**config.mk**
```make
export PLATFORM = sky130hd
export DESIGN_NAME = scan_bridge_tap
export DESIGN_NICKNAME = d
export VERILOG_FILES = /design/src/rtl/scan_bridge_pkg.sv /design/src/rtl/scan_bridge_fsm.sv /design/src/rtl/scan_bridge_ir.sv /design/src/rtl/scan_bridge_dreg.sv /design/src/rtl/scan_bridge_tap.sv
export SDC_FILE = /design/constraint.sdc
export NUM_CORES = 1
export LEC_CHECK = 0
export ABC_CLOCK_PERIOD_IN_PS = 2800
export BUFFER_PORTS_ARGS = -buffer_cell sky130_fd_sc_hd__buf_4
export CAP_MARGIN = 0
export CORE_MARGIN = 5
export CORE_UTILIZATION = 55
export CTS_BUF_LIST = sky130_fd_sc_hd__clkbuf_2
export DETAILED_ROUTE_END_ITERATION = 16
export PLACE_DENSITY_LB_ADDON = 0.12
export SLEW_MARGIN = 30
export SYNTH_ARGS = -nofsm -noshare
export SYNTH_HDL_FRONTEND = slang
export SYNTH_HIERARCHICAL = 1
export SYNTH_SLANG_ARGS = --single-unit
export TNS_END_PERCENT = 1
```
**constraint.sdc**
```tcl
create_clock -name tck -period 2.8 [get_ports tck]
set_clock_uncertainty 0.1 [all_clocks]
set_input_delay 0.28 -clock tck [delete_from_list [all_inputs] [get_ports tck]]
set_output_delay 0.28 -clock tck [all_outputs]
set_load 0.01 [all_outputs]
```
**src/rtl/scan_bridge_pkg.sv**
```systemverilog
package scan_bridge_pkg;

   localparam int OP_W  = 8;
   localparam int CMD_N = 10;

   typedef enum logic [3:0] {
      ST_TLR, ST_RTI, ST_SEL_DR, ST_CAP_DR, ST_SH_DR, ST_EX1_DR, ST_PA_DR, ST_EX2_DR,
      ST_UPD_DR, ST_SEL_IR, ST_CAP_IR, ST_SH_IR, ST_EX1_IR, ST_PA_IR, ST_EX2_IR, ST_UPD_IR
   } tap_state_t;

   typedef enum logic [2:0] {
      DR_BYPASS, DR_BOUNDARY, DR_IDENT, DR_MODE, DR_GROUP, DR_LFSR, DR_COUNT
   } dr_sel_t;

   localparam logic [OP_W-1:0] OP_BYPASS     = 8'hFF;
   localparam logic [OP_W-1:0] OP_EXTEST     = 8'h00;
   localparam logic [OP_W-1:0] OP_SAMPLE     = 8'h81;
   localparam logic [OP_W-1:0] OP_IDCODE     = 8'hAA;
   localparam logic [OP_W-1:0] OP_UNPARK     = 8'hE7;
   localparam logic [OP_W-1:0] OP_PARK_RESET = 8'hC5;
   localparam logic [OP_W-1:0] OP_PARK_IDLE  = 8'h84;
   localparam logic [OP_W-1:0] OP_PARK_PAUSE = 8'hC6;
   localparam logic [OP_W-1:0] OP_GO_WAIT    = 8'hC3;
   localparam logic [OP_W-1:0] OP_MODE_SEL   = 8'h8E;
   localparam logic [OP_W-1:0] OP_GROUP_SEL  = 8'h03;
   localparam logic [OP_W-1:0] OP_SOFT_RST   = 8'h88;
   localparam logic [OP_W-1:0] OP_LFSR_SEL   = 8'hC9;
   localparam logic [OP_W-1:0] OP_LFSR_ON    = 8'h0C;
   localparam logic [OP_W-1:0] OP_LFSR_OFF   = 8'h8D;
   localparam logic [OP_W-1:0] OP_CNT_SEL    = 8'hCE;
   localparam logic [OP_W-1:0] OP_CNT_ON     = 8'h0F;
   localparam logic [OP_W-1:0] OP_CNT_OFF    = 8'h90;

   localparam int CMD_UNPARK     = 0;
   localparam int CMD_PARK_RESET = 1;
   localparam int CMD_PARK_IDLE  = 2;
   localparam int CMD_PARK_PAUSE = 3;
   localparam int CMD_GO_WAIT    = 4;
   localparam int CMD_SOFT_RST   = 5;
   localparam int CMD_LFSR_ON    = 6;
   localparam int CMD_LFSR_OFF   = 7;
   localparam int CMD_CNT_ON     = 8;
   localparam int CMD_CNT_OFF    = 9;

   function automatic dr_sel_t dr_for_op(input logic [OP_W-1:0] op);
      case (op)
         OP_BYPASS:             return DR_BYPASS;
         OP_EXTEST, OP_SAMPLE:  return DR_BOUNDARY;
         OP_MODE_SEL:           return DR_MODE;
         OP_GROUP_SEL:          return DR_GROUP;
         OP_LFSR_SEL:           return DR_LFSR;
         OP_CNT_SEL:            return DR_COUNT;
         default:               return DR_IDENT;
      endcase
   endfunction

   function automatic logic [CMD_N-1:0] cmd_for_op(input logic [OP_W-1:0] op);
      logic [CMD_N-1:0] v;
      v = '0;
      case (op)
         OP_UNPARK:     v[CMD_UNPARK]     = 1'b1;
         OP_PARK_RESET: v[CMD_PARK_RESET] = 1'b1;
         OP_PARK_IDLE:  v[CMD_PARK_IDLE]  = 1'b1;
         OP_PARK_PAUSE: v[CMD_PARK_PAUSE] = 1'b1;
         OP_GO_WAIT:    v[CMD_GO_WAIT]    = 1'b1;
         OP_SOFT_RST:   v[CMD_SOFT_RST]   = 1'b1;
         OP_LFSR_ON:    v[CMD_LFSR_ON]    = 1'b1;
         OP_LFSR_OFF:   v[CMD_LFSR_OFF]   = 1'b1;
         OP_CNT_ON:     v[CMD_CNT_ON]     = 1'b1;
         OP_CNT_OFF:    v[CMD_CNT_OFF]    = 1'b1;
         default:       v = '0;
      endcase
      return v;
   endfunction

endpackage

```
**src/rtl/scan_bridge_fsm.sv**
```systemverilog
module scan_bridge_fsm
   import scan_bridge_pkg::*;
(
   input  logic       tck,
   input  logic       trst_n,
   input  logic       tms,
   output tap_state_t state
);

   tap_state_t nxt;

   always_comb begin
      case (state)
         ST_TLR:    nxt = tms ? ST_TLR    : ST_RTI;
         ST_RTI:    nxt = tms ? ST_SEL_DR : ST_RTI;
         ST_SEL_DR: nxt = tms ? ST_SEL_IR : ST_CAP_DR;
         ST_CAP_DR: nxt = tms ? ST_EX1_DR : ST_SH_DR;
         ST_SH_DR:  nxt = tms ? ST_EX1_DR : ST_SH_DR;
         ST_EX1_DR: nxt = tms ? ST_UPD_DR : ST_PA_DR;
         ST_PA_DR:  nxt = tms ? ST_EX2_DR : ST_PA_DR;
         ST_EX2_DR: nxt = tms ? ST_UPD_DR : ST_SH_DR;
         ST_UPD_DR: nxt = tms ? ST_SEL_DR : ST_RTI;
         ST_SEL_IR: nxt = tms ? ST_TLR    : ST_CAP_IR;
         ST_CAP_IR: nxt = tms ? ST_EX1_IR : ST_SH_IR;
         ST_SH_IR:  nxt = tms ? ST_EX1_IR : ST_SH_IR;
         ST_EX1_IR: nxt = tms ? ST_UPD_IR : ST_PA_IR;
         ST_PA_IR:  nxt = tms ? ST_EX2_IR : ST_PA_IR;
         ST_EX2_IR: nxt = tms ? ST_UPD_IR : ST_SH_IR;
         ST_UPD_IR: nxt = tms ? ST_SEL_DR : ST_RTI;
         default:   nxt = ST_TLR;
      endcase
   end

   always_ff @(posedge tck or negedge trst_n) begin
      if (!trst_n) state <= ST_TLR;
      else         state <= nxt;
   end


   tlr_hold_chk: assert property (@(posedge tck) disable iff (!trst_n)
      (state == ST_TLR && tms) |=> state == ST_TLR);


   shift_ir_entry_chk: assert property (@(posedge tck) disable iff (!trst_n)
      (state == ST_SH_IR) |-> ($past(state) == ST_CAP_IR || $past(state) == ST_SH_IR
                               || $past(state) == ST_EX2_IR));

endmodule

```
**src/rtl/scan_bridge_ir.sv**
```systemverilog
module scan_bridge_ir
   import scan_bridge_pkg::*;
#(
   parameter int              IR_W     = 8,
   parameter logic [IR_W-1:0] CAP_PAT  = 8'h01,
   parameter logic [IR_W-1:0] RESET_OP = 8'hFF
)(
   input  logic             tck,
   input  logic             trst_n,
   input  tap_state_t       state,
   input  logic             tdi,
   input  logic             selected,
   output logic             so,
   output logic [IR_W-1:0]  ir_q,
   output logic [CMD_N-1:0] cmd_q
);

   if (IR_W != OP_W) begin : g_bad_width
      $error("scan_bridge_ir: IR_W must equal the opcode width");
   end
   if (CAP_PAT[1:0] != 2'b01) begin : g_bad_pat
      $error("scan_bridge_ir: capture pattern must end in 01");
   end

   logic [IR_W-1:0] sh_q;

   always_ff @(posedge tck or negedge trst_n) begin
      if (!trst_n) begin
         sh_q  <= CAP_PAT;
         ir_q  <= RESET_OP;
         cmd_q <= '0;
      end else begin
         if (state == ST_CAP_IR)     sh_q <= CAP_PAT;
         else if (state == ST_SH_IR) sh_q <= {tdi, sh_q[IR_W-1:1]};

         if (state == ST_TLR)        ir_q <= RESET_OP;
         else if (state == ST_UPD_IR) ir_q <= sh_q;

         if (state == ST_UPD_IR && selected) cmd_q <= cmd_for_op(sh_q);
         else                                cmd_q <= '0;
      end
   end

   assign so = sh_q[0];


   tlr_bypass_chk: assert property (@(posedge tck) disable iff (!trst_n)
      (state == ST_TLR) |=> ir_q == RESET_OP);


   cmd_single_chk: assert property (@(posedge tck) disable iff (!trst_n)
      $onehot0(cmd_q));

endmodule

```
**src/rtl/scan_bridge_dreg.sv**
```systemverilog
module scan_bridge_dreg
   import scan_bridge_pkg::*;
#(
   parameter int W      = 8,
   parameter bit SHADOW = 1'b1
)(
   input  logic         tck,
   input  logic         trst_n,
   input  tap_state_t   state,
   input  logic         active,
   input  logic         upd_en,
   input  logic         tdi,
   output logic         so,
   output logic [W-1:0] val_q
);

   if (W < 2) begin : g_bad_w
      $error("scan_bridge_dreg: W must be at least 2");
   end

   logic [W-1:0] sh_q;
   logic         shift_c;

   assign shift_c = active && (state == ST_SH_DR);
   assign so      = sh_q[0];

   if (SHADOW) begin : g_shadow
      logic [W-1:0] shadow_q;
      logic         cap_c;
      logic         upd_c;

      assign cap_c = active && (state == ST_CAP_DR);
      assign upd_c = active && (state == ST_UPD_DR) && upd_en;

      always_ff @(posedge tck or negedge trst_n) begin
         if (!trst_n) begin
            sh_q     <= '0;
            shadow_q <= '0;
         end else begin
            if (cap_c)        sh_q <= shadow_q;
            else if (shift_c) sh_q <= {tdi, sh_q[W-1:1]};
            if (upd_c)        shadow_q <= sh_q;
         end
      end

      assign val_q = shadow_q;


      shadow_hold_chk: assert property (@(posedge tck) disable iff (!trst_n)
         !upd_c |=> $stable(shadow_q));
   end else begin : g_hold
      logic unused_upd;
      assign unused_upd = upd_en;

      always_ff @(posedge tck or negedge trst_n) begin
         if (!trst_n)      sh_q <= '0;
         else if (shift_c) sh_q <= {tdi, sh_q[W-1:1]};
      end

      assign val_q = sh_q;


      hold_stable_chk: assert property (@(posedge tck) disable iff (!trst_n)
         !shift_c |=> $stable(sh_q));
   end

endmodule

```
**src/rtl/scan_bridge_tap.sv**
```systemverilog
module scan_bridge_tap
   import scan_bridge_pkg::*;
#(
   parameter int               IR_W     = 8,
   parameter logic [31:0]      ID_VALUE = 32'h0FC0E01F,
   parameter int               N_SEL    = 6,
   parameter int               MODE_W   = 8,
   parameter int               GROUP_W  = 8,
   parameter int               LFSR_W   = 16,
   parameter int               CNT_W    = 32
)(
   input  logic               tck,
   input  logic               trst_n,
   input  logic               tms,
   input  logic               tdi,
   input  logic               selected,
   input  logic [N_SEL-1:0]   sel_in,
   input  logic               oe_in,
   output logic               tdo,
   output logic               tdo_en,
   output logic [MODE_W-1:0]  mode_q,
   output logic [GROUP_W-1:0] group_q,
   output logic [LFSR_W-1:0]  lfsr_q,
   output logic [CNT_W-1:0]   count_q,
   output logic               sel_mode_o,
   output logic               sel_group_o,
   output logic               sel_lfsr_o,
   output logic               sel_cnt_o,
   output logic               unpark_o,
   output logic               park_reset_o,
   output logic               park_idle_o,
   output logic               park_pause_o,
   output logic               go_wait_o,
   output logic               soft_rst_o,
   output logic               lfsr_on_o,
   output logic               lfsr_off_o,
   output logic               cnt_on_o,
   output logic               cnt_off_o
);

   localparam int BSR_W = N_SEL + 1;
   localparam int ID_W  = 32;

   if (ID_VALUE[0] != 1'b1) begin : g_bad_id
      $error("scan_bridge_tap: identification value must have bit 0 set");
   end
   if (N_SEL < 1) begin : g_bad_sel
      $error("scan_bridge_tap: N_SEL must be at least 1");
   end

   tap_state_t       state;
   logic [IR_W-1:0]  ir_q;
   logic [CMD_N-1:0] cmd_q;
   logic             ir_so;
   dr_sel_t          dsel;

   scan_bridge_fsm u_fsm (
      .tck(tck), .trst_n(trst_n), .tms(tms), .state(state)
   );

   scan_bridge_ir #(.IR_W(IR_W)) u_ir (
      .tck(tck), .trst_n(trst_n), .state(state), .tdi(tdi),
      .selected(selected), .so(ir_so), .ir_q(ir_q), .cmd_q(cmd_q)
   );

   assign dsel = dr_for_op(ir_q);

   // fixed-content registers: bypass, identification, boundary
   logic             byp_q;
   logic [ID_W-1:0]  id_sh;
   logic [BSR_W-1:0] bsr_sh;

   always_ff @(posedge tck or negedge trst_n) begin
      if (!trst_n) begin
         byp_q  <= 1'b0;
         id_sh  <= ID_VALUE;
         bsr_sh <= '0;
      end else if (state == ST_CAP_DR) begin
         case (dsel)
            DR_BYPASS:   byp_q  <= 1'b0;
            DR_IDENT:    id_sh  <= ID_VALUE;
            DR_BOUNDARY: bsr_sh <= {oe_in, sel_in};
            default: ;
         endcase
      end else if (state == ST_SH_DR) begin
         case (dsel)
            DR_BYPASS:   byp_q  <= tdi;
            DR_IDENT:    id_sh  <= {tdi, id_sh[ID_W-1:1]};
            DR_BOUNDARY: bsr_sh <= {tdi, bsr_sh[BSR_W-1:1]};
            default: ;
         endcase
      end
   end

   // configurable registers
   logic mode_so, group_so, lfsr_so, cnt_so;

   assign sel_mode_o  = (dsel == DR_MODE);
   assign sel_group_o = (dsel == DR_GROUP);
   assign sel_lfsr_o  = (dsel == DR_LFSR);
   assign sel_cnt_o   = (dsel == DR_COUNT);

   scan_bridge_dreg #(.W(MODE_W), .SHADOW(1'b1)) u_mode (
      .tck(tck), .trst_n(trst_n), .state(state), .active(sel_mode_o),
      .upd_en(selected), .tdi(tdi), .so(mode_so), .val_q(mode_q)
   );

   scan_bridge_dreg #(.W(GROUP_W), .SHADOW(1'b1)) u_group (
      .tck(tck), .trst_n(trst_n), .state(state), .active(sel_group_o),
      .upd_en(selected), .tdi(tdi), .so(group_so), .val_q(group_q)
   );

   scan_bridge_dreg #(.W(LFSR_W), .SHADOW(1'b0)) u_lfsr (
      .tck(tck), .trst_n(trst_n), .state(state), .active(sel_lfsr_o),
      .upd_en(selected), .tdi(tdi), .so(lfsr_so), .val_q(lfsr_q)
   );

   scan_bridge_dreg #(.W(CNT_W), .SHADOW(1'b0)) u_cnt (
      .tck(tck), .trst_n(trst_n), .state(state), .active(sel_cnt_o),
      .upd_en(selected), .tdi(tdi), .so(cnt_so), .val_q(count_q)
   );

   // serial output select and falling-edge launch
   logic dr_so;

   always_comb begin
      case (dsel)
         DR_BYPASS:   dr_so = byp_q;
         DR_BOUNDARY: dr_so = bsr_sh[0];
         DR_MODE:     dr_so = mode_so;
         DR_GROUP:    dr_so = group_so;
         DR_LFSR:     dr_so = lfsr_so;
         DR_COUNT:    dr_so = cnt_so;
         default:     dr_so = id_sh[0];
      endcase
   end

   always_ff @(negedge tck or negedge trst_n) begin
      if (!trst_n) begin
         tdo    <= 1'b0;
         tdo_en <= 1'b0;
      end else if (state == ST_SH_IR) begin
         tdo    <= ir_so;
         tdo_en <= 1'b1;
      end else if (state == ST_SH_DR) begin
         tdo    <= dr_so;
         tdo_en <= 1'b1;
      end else begin
         tdo    <= 1'b0;
         tdo_en <= 1'b0;
      end
   end

   assign unpark_o     = cmd_q[CMD_UNPARK];
   assign park_reset_o = cmd_q[CMD_PARK_RESET];
   assign park_idle_o  = cmd_q[CMD_PARK_IDLE];
   assign park_pause_o = cmd_q[CMD_PARK_PAUSE];
   assign go_wait_o    = cmd_q[CMD_GO_WAIT];
   assign soft_rst_o   = cmd_q[CMD_SOFT_RST];
   assign lfsr_on_o    = cmd_q[CMD_LFSR_ON];
   assign lfsr_off_o   = cmd_q[CMD_LFSR_OFF];
   assign cnt_on_o     = cmd_q[CMD_CNT_ON];
   assign cnt_off_o    = cmd_q[CMD_CNT_OFF];


   cmd_from_update_chk: assert property (@(posedge tck) disable iff (!trst_n)
      (|cmd_q) |-> ($past(state) == ST_UPD_IR && $past(selected)));


   cmd_one_cycle_chk: assert property (@(posedge tck) disable iff (!trst_n)
      (|cmd_q) |=> (cmd_q == '0));


   sel_onehot_chk: assert property (@(posedge tck) disable iff (!trst_n)
      $onehot0({sel_mode_o, sel_group_o, sel_lfsr_o, sel_cnt_o}));


   boundary_capture_chk: assert property (@(posedge tck) disable iff (!trst_n)
      (state == ST_CAP_DR && dsel == DR_BOUNDARY) |=> bsr_sh == $past({oe_in, sel_in}));

endmodule

```
# Yosys cells after proc, flatten, opt, wreduce, memory -nomap -nowiden
# Cells that the tools add are included.
[word_totals]
ramBits = 0
in_bits = 12
regBits = 152
mem_bits_ro = 0
memories = 0
latchBits = 0
output_inout_bits = 80
elab_cells = 128
[classes]
n_mul = 0
n_addsub = 0
shift = 0
eq_ne = 37
muxes = 50
div_mod_pow = 0
reduce_logical = 26
order_cmp = 0
bitwise_logic = 0
[ops]
columns = ["operator", "count"]
rows = [
  ["$mux W32", 4],
  ["$eq A8 B8 Y1 const B", 13],
  ["$mux W8", 8],
  ["$pmux W4 S12", 1],
  ["$eq A4 B4 Y1 const B", 8],
  ["$mux W7", 4],
  ["$mux W1", 21],
  ["$pmux W3 S6", 1],
  ["$eq A4 B3 Y1 const B", 4],
  ["$eq A8 B4 Y1 const B", 2],
  ["$mux W4", 4],
  ["$logic_and A1 B1 Y1", 11],
  ["$mux W10", 1],
  ["$reduce_bool A2 Y1", 5],
  ["$eq A3 B3 Y1 const B", 3],
  ["$eq A4 B2 Y1 const B", 2],
  ["$eq A8 B2 Y1 const B", 1],
  ["$logic_not A8 Y1", 1],
  ["$eq A3 B2 Y1 const B", 2],
  ["$mux W2", 3],
  ["$mux W3", 2],
  ["$pmux W1 S6", 1],
  ["$reduce_and A2 Y1", 3],
  ["$reduce_or A2 Y1", 3],
  ["5 further kinds", 5],
]

# Longest topological paths before layout
# Gate-level depths: netlist of run 1.
[logic_depth]
depth_word = 7
depth_mapped = 8
ltp_nobuf = 6

# Cells and area by module
# Netlist of run 1, hierarchy kept.
[modules_own_cells]
columns = ["module", "area_per_inst_um2", "seq_area_each_um2", "n_inst", "cells_per_inst"]
rows = [
  ["scan_bridge_tap", 1978.1, 1068.5, 1, 217],
  ["scan_bridge_dreg (u_group ...)", 726.9, 400.4, 2, 59],
  ["scan_bridge_dreg (u_cnt)", 1366.3, 800.8, 1, 71],
  ["scan_bridge_ir", 1089.8, 661.9, 1, 101],
  ["scan_bridge_dreg (u_lfsr)", 670.6, 400.4, 1, 37],
  ["scan_bridge_fsm", 314.1, 100.1, 1, 37],
]

==> results.txt, run 1 <==
Die height = 122 um
Num rows = 40
Synthesized area = 0.00687 sq mm
Wirelength, routed = 14100 um
Slew of the pin with the lowest slew margin = 0.841 ns
Critical Path AT = 2.17 ns
DR WL/cell = 15.8 um
Required time of the critical path = 1.76 ns
Worst Path Max Fanout = 4
Asr flop ratio synth = 100%
Mapped Nets = 593
WS Path Type = reg -> reg
Area delta synth->final = 18.6%
Highest routed layer = met4
Final Hold Viols = 0
Net Sw Frac = 36.3%
CTS sink count = 152
Pleak = 0.00389 uW
Drt first pass iters = 5
Clk_lat worst skew = 0.70 ns
Initial Util = 56.7%
Largest net degree at the start of global routing = 80
P_sw = 2200 uW
Placer Congestion = 0.910
GRT overflow = 0
Io pins = 92
Startpoint of the worst register-to-register path = u_ir/ir_q[2]
Slew Limit Fails = 0
Final Setup Violations = 3
Worst Hold Class = in -> async
Pint = 3860 uW
Routed via count = 4801
Fin nets = 721
Detail Route Antenna Nets = 0
Vias/cell = 5.39
DR WL met2 = 6870 um
Max clock buf depth = 2
Clock share of power = 17.5%
Seq cells post-synth = 152
First-pass GRT wire length = 24100 um
Failing checks = negative setup slack
Fin util = 67.3%
Logic gate share of total power = 34.9%
Post-synth EDFFs = 0
Syn avg cell area = 11.8 sq um
Max Cap Violations = 0
CTS clk-pin slew, worst paths = 0.19 ns
Die Area = 0.0148 sq mm
Total core area = 0.0121 sq mm
Residual DRC = 0
Clock root buffer = clkbuf_2
Layout cells sized above 1 = 37.0%
Setup WS pre-CTS = -0.294 ns
Initial antenna violation count = 0
Die width = 122 um
CTS tree = done
Number of inserted diodes = 0
Cell area after layout = 0.00815 sq mm
Sequential share of power = 47.7%
Crit. End Element = flop
Dominant synthesized flop cell = dfrtp_1
Pwr/cell area = 743 mW/mm^2
Outcome = complete, but fails checks
Worst setup path start = u_ir/ir_q[2]
Number of global-route vias before repair = 4820
M1 wire length = 6430 um
Hold Slack = 0.167 ns
Final Worst Setup Slack = -0.412 ns
Post-DP Area = 0.00780 sq mm
H-tree levels = 4
Syn Inst Count = 581
Synth unique cells = 70
CTS Buf Count = 17
Slew margin rel. = 43.9%
IO Port Bufs = 91
Gr usage total = 20.3%
DP HPWL = 9410 um
Seq/Total Area, Yosys = 55.8%
Setup TNS = -0.689 ns
Maximum vdd drop = 0.000577 V
Initial DRC Count = 325
CP Launch Type = flop
Met3 wire len = 662 um
Ys Warns = 6
RSZ-0062 raised after global routing = yes
## metrics by stage
step / power [uW] / std cells
final: 6050 / 890
after global routing: 6510 / 890
after CTS: 6070 / 889
after detailed placement: 4980 / 843
after global placement: 4880 / 843
after floorplan: 4290 / 581
## registers in the layout, summed over array words and instances (netlist names)
name and flops:
u_mode/sh_q 8, u_ir/ir_q 8, tdo_en 1, byp_q 1, u_mode/val_q 8, u_ir/cmd_q 10
u_group/val_q 8, u_ir/sh_q 8, u_group/sh_q 8, u_cnt/val_q 32, bsr_sh 7, u_lfsr/val_q 16
tdo 1, u_fsm/state 4, id_sh 32
## synth_stat cells, drive strengths merged (7+ instances only)
master	instances	area [sq um]
a21oi	8	40.0
a221oi	14	123
a22oi	8	60.1
buf	20	203
clkbuf	9	46.3
dfrtp	127	3180
dfstp	23	604
inv	22	82.6
mux2	65	882
mux2i	7	70.1
nand2	81	307
nor2	35	134
nor3	28	150
o21ai	58	290
## cell families (layout without fill, tap and decap cells)
logic type	Yosys count	after routing	synth area share [%]
compound gates	108	108	10.2
xor+xnor	2	2	0.255
buf+inv	51	192	4.82
flops	152	152	55.8
mux	72	72	13.9
simple gates	196	196	15.1
## power groups by stage
stage	Combinational, uW	Clock, uW	Sequential [uW]
after floorplan	1340	0	2950
after global placement	1980	0	2900
after detailed placement	2050	0	2930
after CTS	2090	1100	2880
after global routing	2370	1210	2930
final	2110	1060	2890
## layout by cell type (no fill, tap or decap), types with 3 or more instances in the layout
cell           Yosys  routed
nor2_1            34      33
nor3_1            26      25
a21oi_1            8       8
clkinv_1           0       4
mux2_2            25      25
and4_1             3       3
clkbuf_2           2      22
nand4b_1           5       5
inv_1             22      22
buf_4              7     118
dfstp_2           23      23
nor3_2             2       3
o21ai_1            3       3
mux2i_1            7       7
nand2_1           80      80
mux2_4            40      40
a22oi_1            8       8
buf_6              4       4
a221oi_1          14      14
nand3_1            4       3
nand4_1            4       4
nand4bb_1          3       3
o21ai_0           55      55
dlygate4sd3_1      0      13
o21a_1             3       3
dfrtp_1          127     127
## area by class of cell
cell class	count	area (sq um)
Sequential cell	152	3830
Clock inverter	10	78.8
Timing Repair Buffer	138	1110
Inverter	22	82.6
Fill cell	942	3960
Tap cell	168	210
Clock buffer	22	110
Multi-Input combinational cell	378	2730
## path summary, 6_finish.rpt
kind,endpoint,slack [ns],cells after the start
max in group asynchronous,tdo_en,1.27,2
hold reg to reg,id_sh[22],0.38,2
setup reg to reg,tdo,-0.41,4
min in group tck,u_fsm/state[0],0.24,3
setup / recovery,tdo,-0.41,4
hold / removal,id_sh[21],0.17,3
## critical path, cell delays in order (launching register included)
cell	delay, ns
dfstp_2	0.42
or4_4	0.54
o211ai_1	0.26
o2111a_1	0.23
o31ai_1	0.06
## repair_timing
| item | 4_1_cts | 5_1_grt |
|---|---|---|
| pin swaps | 0 | 5 |
| gates resized for setup | 2 | 1 |
| buffers inserted | 1 | 1 |
| hold endpoints to repair | 155 | 0 |
| cloned | 0 | 0 |
| endpoints found under the setup margin | 3 | 5 |
| hold buffers | 13 | 0 |
## routing by layer
layer	GRT usage [%]	vias to the layer above
met2	32.1	95
met3	5.25	11
met1	27.9	2364
met4	5.95	0
met5	0	-
li1	-	2331
(Power assumes the default switching activity.)
==> run 2: changes to the inputs <==
ABC_CLOCK_PERIOD_IN_PS = 3100   (was 2800)
BUFFER_PORTS_ARGS = unset   (was -buffer_cell sky130_fd_sc_hd__buf_4)
DONT_BUFFER_PORTS = 1   (was unset)
clock period = 3.1 ns   (was 2.8 ns; I/O delays follow)
==> run 2 against run 1 <==
The run ends with negative hold slack, negative setup slack left. Critical path depth unchanged. Combinational power decreased by 13%. Cell area decreased by 8.2%. Critical path type unchanged. Highest routed layer unchanged.
==> results.txt, run 2 (synthesis gave the netlist of run 1 again) <==
Outcome = complete, but fails checks
Failing checks = negative hold slack, negative setup slack
Crit. End Element = flop
Clk_lat worst skew = 0.71 ns
DR WL/cell = 17.2 um
Layout cells sized above 1 = 28.2%
Number of inserted diodes = 0
Initial antenna violation count = 0
Required time of the critical path = 1.92 ns
CP peak stage delay = 0.53 ns
Total core area = 0.0121 sq mm
Pleak = 0.00339 uW
Pwr/cell area = 763 mW/mm^2
Total area of sequential cells = 0.00383 sq mm
Die Area = 0.0148 sq mm
Final Worst Setup Slack = -0.270 ns
Io pins = 92
Die width = 122 um
Most common cell after layout, fill and taps aside = dfrtp_1
Max clock buf depth = 2
Gr usage total = 19.1%
Worst Hold Class = in -> async
Dpl cells = 747
IO Port Bufs = 0
CP Launch Type = flop
Routed via count = 4519
Critical Path AT = 2.19 ns
Worst Path Max Fanout = 2
Post-CTS Hold Buffers = 10
GRT overflow = 0
Number of global-route vias before repair = 4460
DP HPWL = 8690 um
Residual DRC = 0
CTS sink count = 152
Die height = 122 um
Hold Slack = -0.843 ns
Final Setup Violations = 1
Initial DRC Count = 430
Num rows = 40
Detail Route Antenna Nets = 0
Commonest non-fill, non-tap cells in the layout = dfrtp_1 (127), nand2_1 (80), o21ai_0 (55)
Vias/cell = 5.71
WS Path Type = reg -> reg
Placer Congestion = 0.834
Critical Path Slowest Stage Cell = or4_4
Largest net degree at the start of global routing = 153
Worst path cell trace = or4_4 -> o211ai_1 -> o2111a_1 -> o31ai_1
First-pass GRT wire length = 22600 um
Fin nets = 623
RSZ-0062 raised after global routing = yes
H-tree levels = 4
Max Cap Violations = 0
Final Hold Viols = 150
Wirelength, routed = 13600 um
Slew margin rel. = 40.4%
Slew Limit Fails = 0
CTS tree = done
Initial Util = 56.7%
Slew of the pin with the lowest slew margin = 0.887 ns
Final Non-Filler Cells = 792
Drt first pass iters = 6
Setup WS pre-CTS = -0.160 ns
Maximum vdd drop = 0.000426 V
Clock root buffer = clkbuf_2
Multi-input logic area = 0.00273 sq mm
Layout fillers = 997
Area delta synth->final = 8.87%
CTS Buf Count = 17
CTS clk-pin slew, worst paths = 0.23 ns
[run 2: critical path, delay by kind of cell, from the launching register on]
| kind | cells | cell delay, ns |
|---|---|---|
| AO/OA/AOI/OAI | 3 | 0.56 |
| flip-flops | 1 | 0.41 |
| AND/OR/NAND/NOR | 1 | 0.53 |
[run 2: area by class of cell]
class                           count  share of cell area (%)
Sequential cell                   152                    51.2
Multi-Input combinational cell    378                    36.5
Timing Repair Buffer               40                    4.52
Tap cell                          168                    2.81
Clock inverter                     13                    2.59
Clock buffer                       19                    1.27
Inverter                           22                    1.10
[run 2: per-layer routing]
layer	wire (um)	track usage [%]
met5	0	0
met3	875	6.50
met1	6020	24.7
met2	6540	30.5
met4	156	5.74
[run 2: stage by stage]
stage / hold WS, ns / power, uW / TNS (ns) / util [%] / area (sq um)
2_1_floorplan: -0.0856 / 3880 / -0.108 / - / 6890
3_3_place_gp: -0.0800 / 4330 / -0.110 / 58.3 / 7060
3_5_place_dp: -0.0799 / 4390 / -0.160 / 58.3 / 7060
4_1_cts: -0.928 / 5680 / -0.386 / 61.6 / 7460
5_1_grt: -0.950 / 6090 / -0.443 / 61.8 / 7480
6_report: -0.843 / 5710 / -0.270 / 61.8 / 7480
[run 2: repair_timing]
action | 4_1_cts | 5_1_grt
setup endpoints to repair | 3 | 3
setup buffers | 1 | 2
endpoints found under the hold margin | 194 | 150
pin swaps | 4 | 1
resized for setup | 0 | 1
cloned | 0 | 0
[run 2: path summary, 6_finish.rpt]
path / slack (ns) / cells past startpoint / from / end
worst max-delay path: -0.27 / 4 / u_ir/ir_q[2] / tdo
worst min-delay path: -0.84 / 0 / trst_n / u_lfsr/val_q[6]
worst max register to register: -0.27 / 4 / u_ir/ir_q[2] / tdo
worst min register to register: 0.38 / 2 / id_sh[22] / id_sh[22]
max in group asynchronous: 1.96 / 0 / trst_n / tdo
min in group tck: 0.26 / 3 / sel_in[5] / bsr_sh[5]
[run 2: power by group]
| group | switching, uW | total (uW) | leakage, uW | internal [uW] |
|---|---|---|---|---|
| Sequential | 258 | 2610 | 0.00199 | 2350 |
| Clock | 718 | 1260 | 0.000158 | 546 |
| Combinational | 1030 | 1830 | 0.00124 | 803 |
| Total | 2010 | 5710 | 0.00339 | 3700 |
==> run 3: changes to the inputs <==
CTS_CLUSTER_SIZE = 8   (was unset)
REMOVE_ABC_BUFFERS = 1   (was unset)
==> run 3 against run 2 <==
Utilization increased by 0.14 points. Die area stayed put. Hold slack improved by 0.0090 ns. Final cell count grew 0.88%. The run still ends with negative hold slack, negative setup slack left. Sequential power about the same. Critical path depth rose by 2. Combinational power is essentially flat. Cell area up 0.23%. Critical endpoint unchanged. Wire length is 1.0% lower. Sequential share of layout area is 0.12 points lower.
==> results.txt, run 3 (synthesis gave the netlist of run 1 again) <==
Outcome = complete, but fails checks
Failing checks = negative hold slack, negative setup slack
Initial DRC Count = 352
Residual DRC = 0
Fin nets = 631
Net Sw Frac = 34.1%
Clk_lat worst skew = 0.71 ns
Final Hold Viols = 150
Final Non-Filler Cells = 799
Post-CTS Hold Buffers = 10
Commonest non-fill, non-tap cells in the layout = dfrtp_1 (127), nand2_1 (80), o21ai_0 (55)
Sequential share of power = 45.9%
Die height = 122 um
Largest net degree at the start of global routing = 153
Dpl cells = 756
Hold Slack = -0.834 ns
Slew margin rel. = 45.0%
GRT overflow = 0
Post-DP Area = 0.00711 sq mm
Drt first pass iters = 5
Final Worst Setup Slack = -0.243 ns
Worst Hold Class = in -> async
Die Area = 0.0148 sq mm
Area delta synth->final = 9.12%
Routed via count = 4488
Num rows = 40
Critical Path AT = 2.15 ns
RSZ-0062 raised after global routing = yes
Max Cap Violations = 0
Number of global-route vias before repair = 4360
Pwr/cell area = 754 mW/mm^2
DP HPWL = 8870 um
Pint = 3720 uW
Clock root buffer = clkbuf_2
Slew Limit Fails = 0
Number of inserted diodes = 0
Placer Congestion = 0.882
Layout cells sized above 1 = 28.4%
Final Setup Violations = 1
Initial Util = 56.7%
CTS sink count = 152
P_sw = 1930 uW
Logic gate share of total power = 32.7%
Total core area = 0.0121 sq mm
CTS tree = done
Vias/cell = 5.62
CTS clk-pin slew, worst paths = 0.21 ns
Maximum vdd drop = 0.000459 V
Most common cell after layout, fill and taps aside = dfrtp_1
IO Port Bufs = 0
Slew of the pin with the lowest slew margin = 0.819 ns
Pleak = 0.00342 uW
H-tree levels = 4
Initial antenna violation count = 0
CTS Buf Count = 17
Cell area after layout = 0.00750 sq mm
First-pass GRT wire length = 22700 um
Clock share of power = 21.4%
Wirelength, routed = 13400 um
Detail Route Antenna Nets = 0
WS Path Type = reg -> reg
Fin util = 61.9%
DR WL/cell = 16.8 um
CP Launch Type = flop
Gr usage total = 19.2%
Io pins = 92
Crit. End Element = flop
Max clock buf depth = 2
Die width = 122 um
Required time of the critical path = 1.91 ns
Worst Path Max Fanout = 8
==> run 3: timing repair <==
item,in CTS,in global routing
pin swaps,4,2
gates resized for setup,0,1
buffers inserted,0,2
hold endpoints to repair,194,150
endpoints found under the setup margin,3,3
==> run 3: worst max-delay path, cell delays in order (launching register included) <==
cell,delay [ns]
dfstp_2,0.67
buf_4,0.14
and4_1,0.16
o21ai_1,0.07
o211ai_1,0.14
o2111a_1,0.22
o31ai_1,0.06
==> run 3: metal layers <==
layer | GRT usage (%) | vias to the layer above | share of wire (%)
met4 | 6.44 | 0 | 1.4
met3 | 7.20 | 14 | 7.3
met5 | 0 | - | 0
met2 | 28.9 | 120 | 48
li1 | - | 2138 | -
met1 | 25.8 | 2216 | 44
==> run 3: worst paths after layout <==
check / from / end / slack [ns] / cells past startpoint
worst max-delay path: u_ir/ir_q[0] / tdo / -0.24 / 6
worst max register to register: u_ir/ir_q[0] / tdo / -0.24 / 6
max in group asynchronous: trst_n / tdo / 1.98 / 0
worst min-delay path: trst_n / id_sh[21] / -0.83 / 0
min in group tck: oe_in / bsr_sh[6] / 0.25 / 3
worst min register to register: id_sh[22] / id_sh[22] / 0.38 / 2
==> run 3: through the flow <==
stage | worst slack [ns] | total power [uW] | TNS [ns]
floorplan | -0.178 | 3760 | -0.292
global placement | -0.128 | 4400 | -0.128
detailed placement | -0.142 | 4430 | -0.142
CTS | -0.265 | 5680 | -0.368
global route | -0.341 | 6090 | -0.503
finish | -0.243 | 5660 | -0.243
==> run 3: power groups by stage <==
stage	clock, uW	sequential (uW)	combinational (uW)
final	1210	2600	1850
after global routing	1360	2650	2080
after CTS	1260	2600	1820
after detailed placement	0	2630	1800
after global placement	0	2620	1780
after floorplan	0	2730	1030
==> run 3: layout make-up <==
type / instances / area [sq um]
fill: 1003 / 4610
sequential: 152 / 3830
multi-input combinational: 378 / 2720
timing repair buffer: 48 / 385
tap: 168 / 210
clock inverter: 12 / 178
clock buffer: 19 / 95.1
inverter: 22 / 82.6
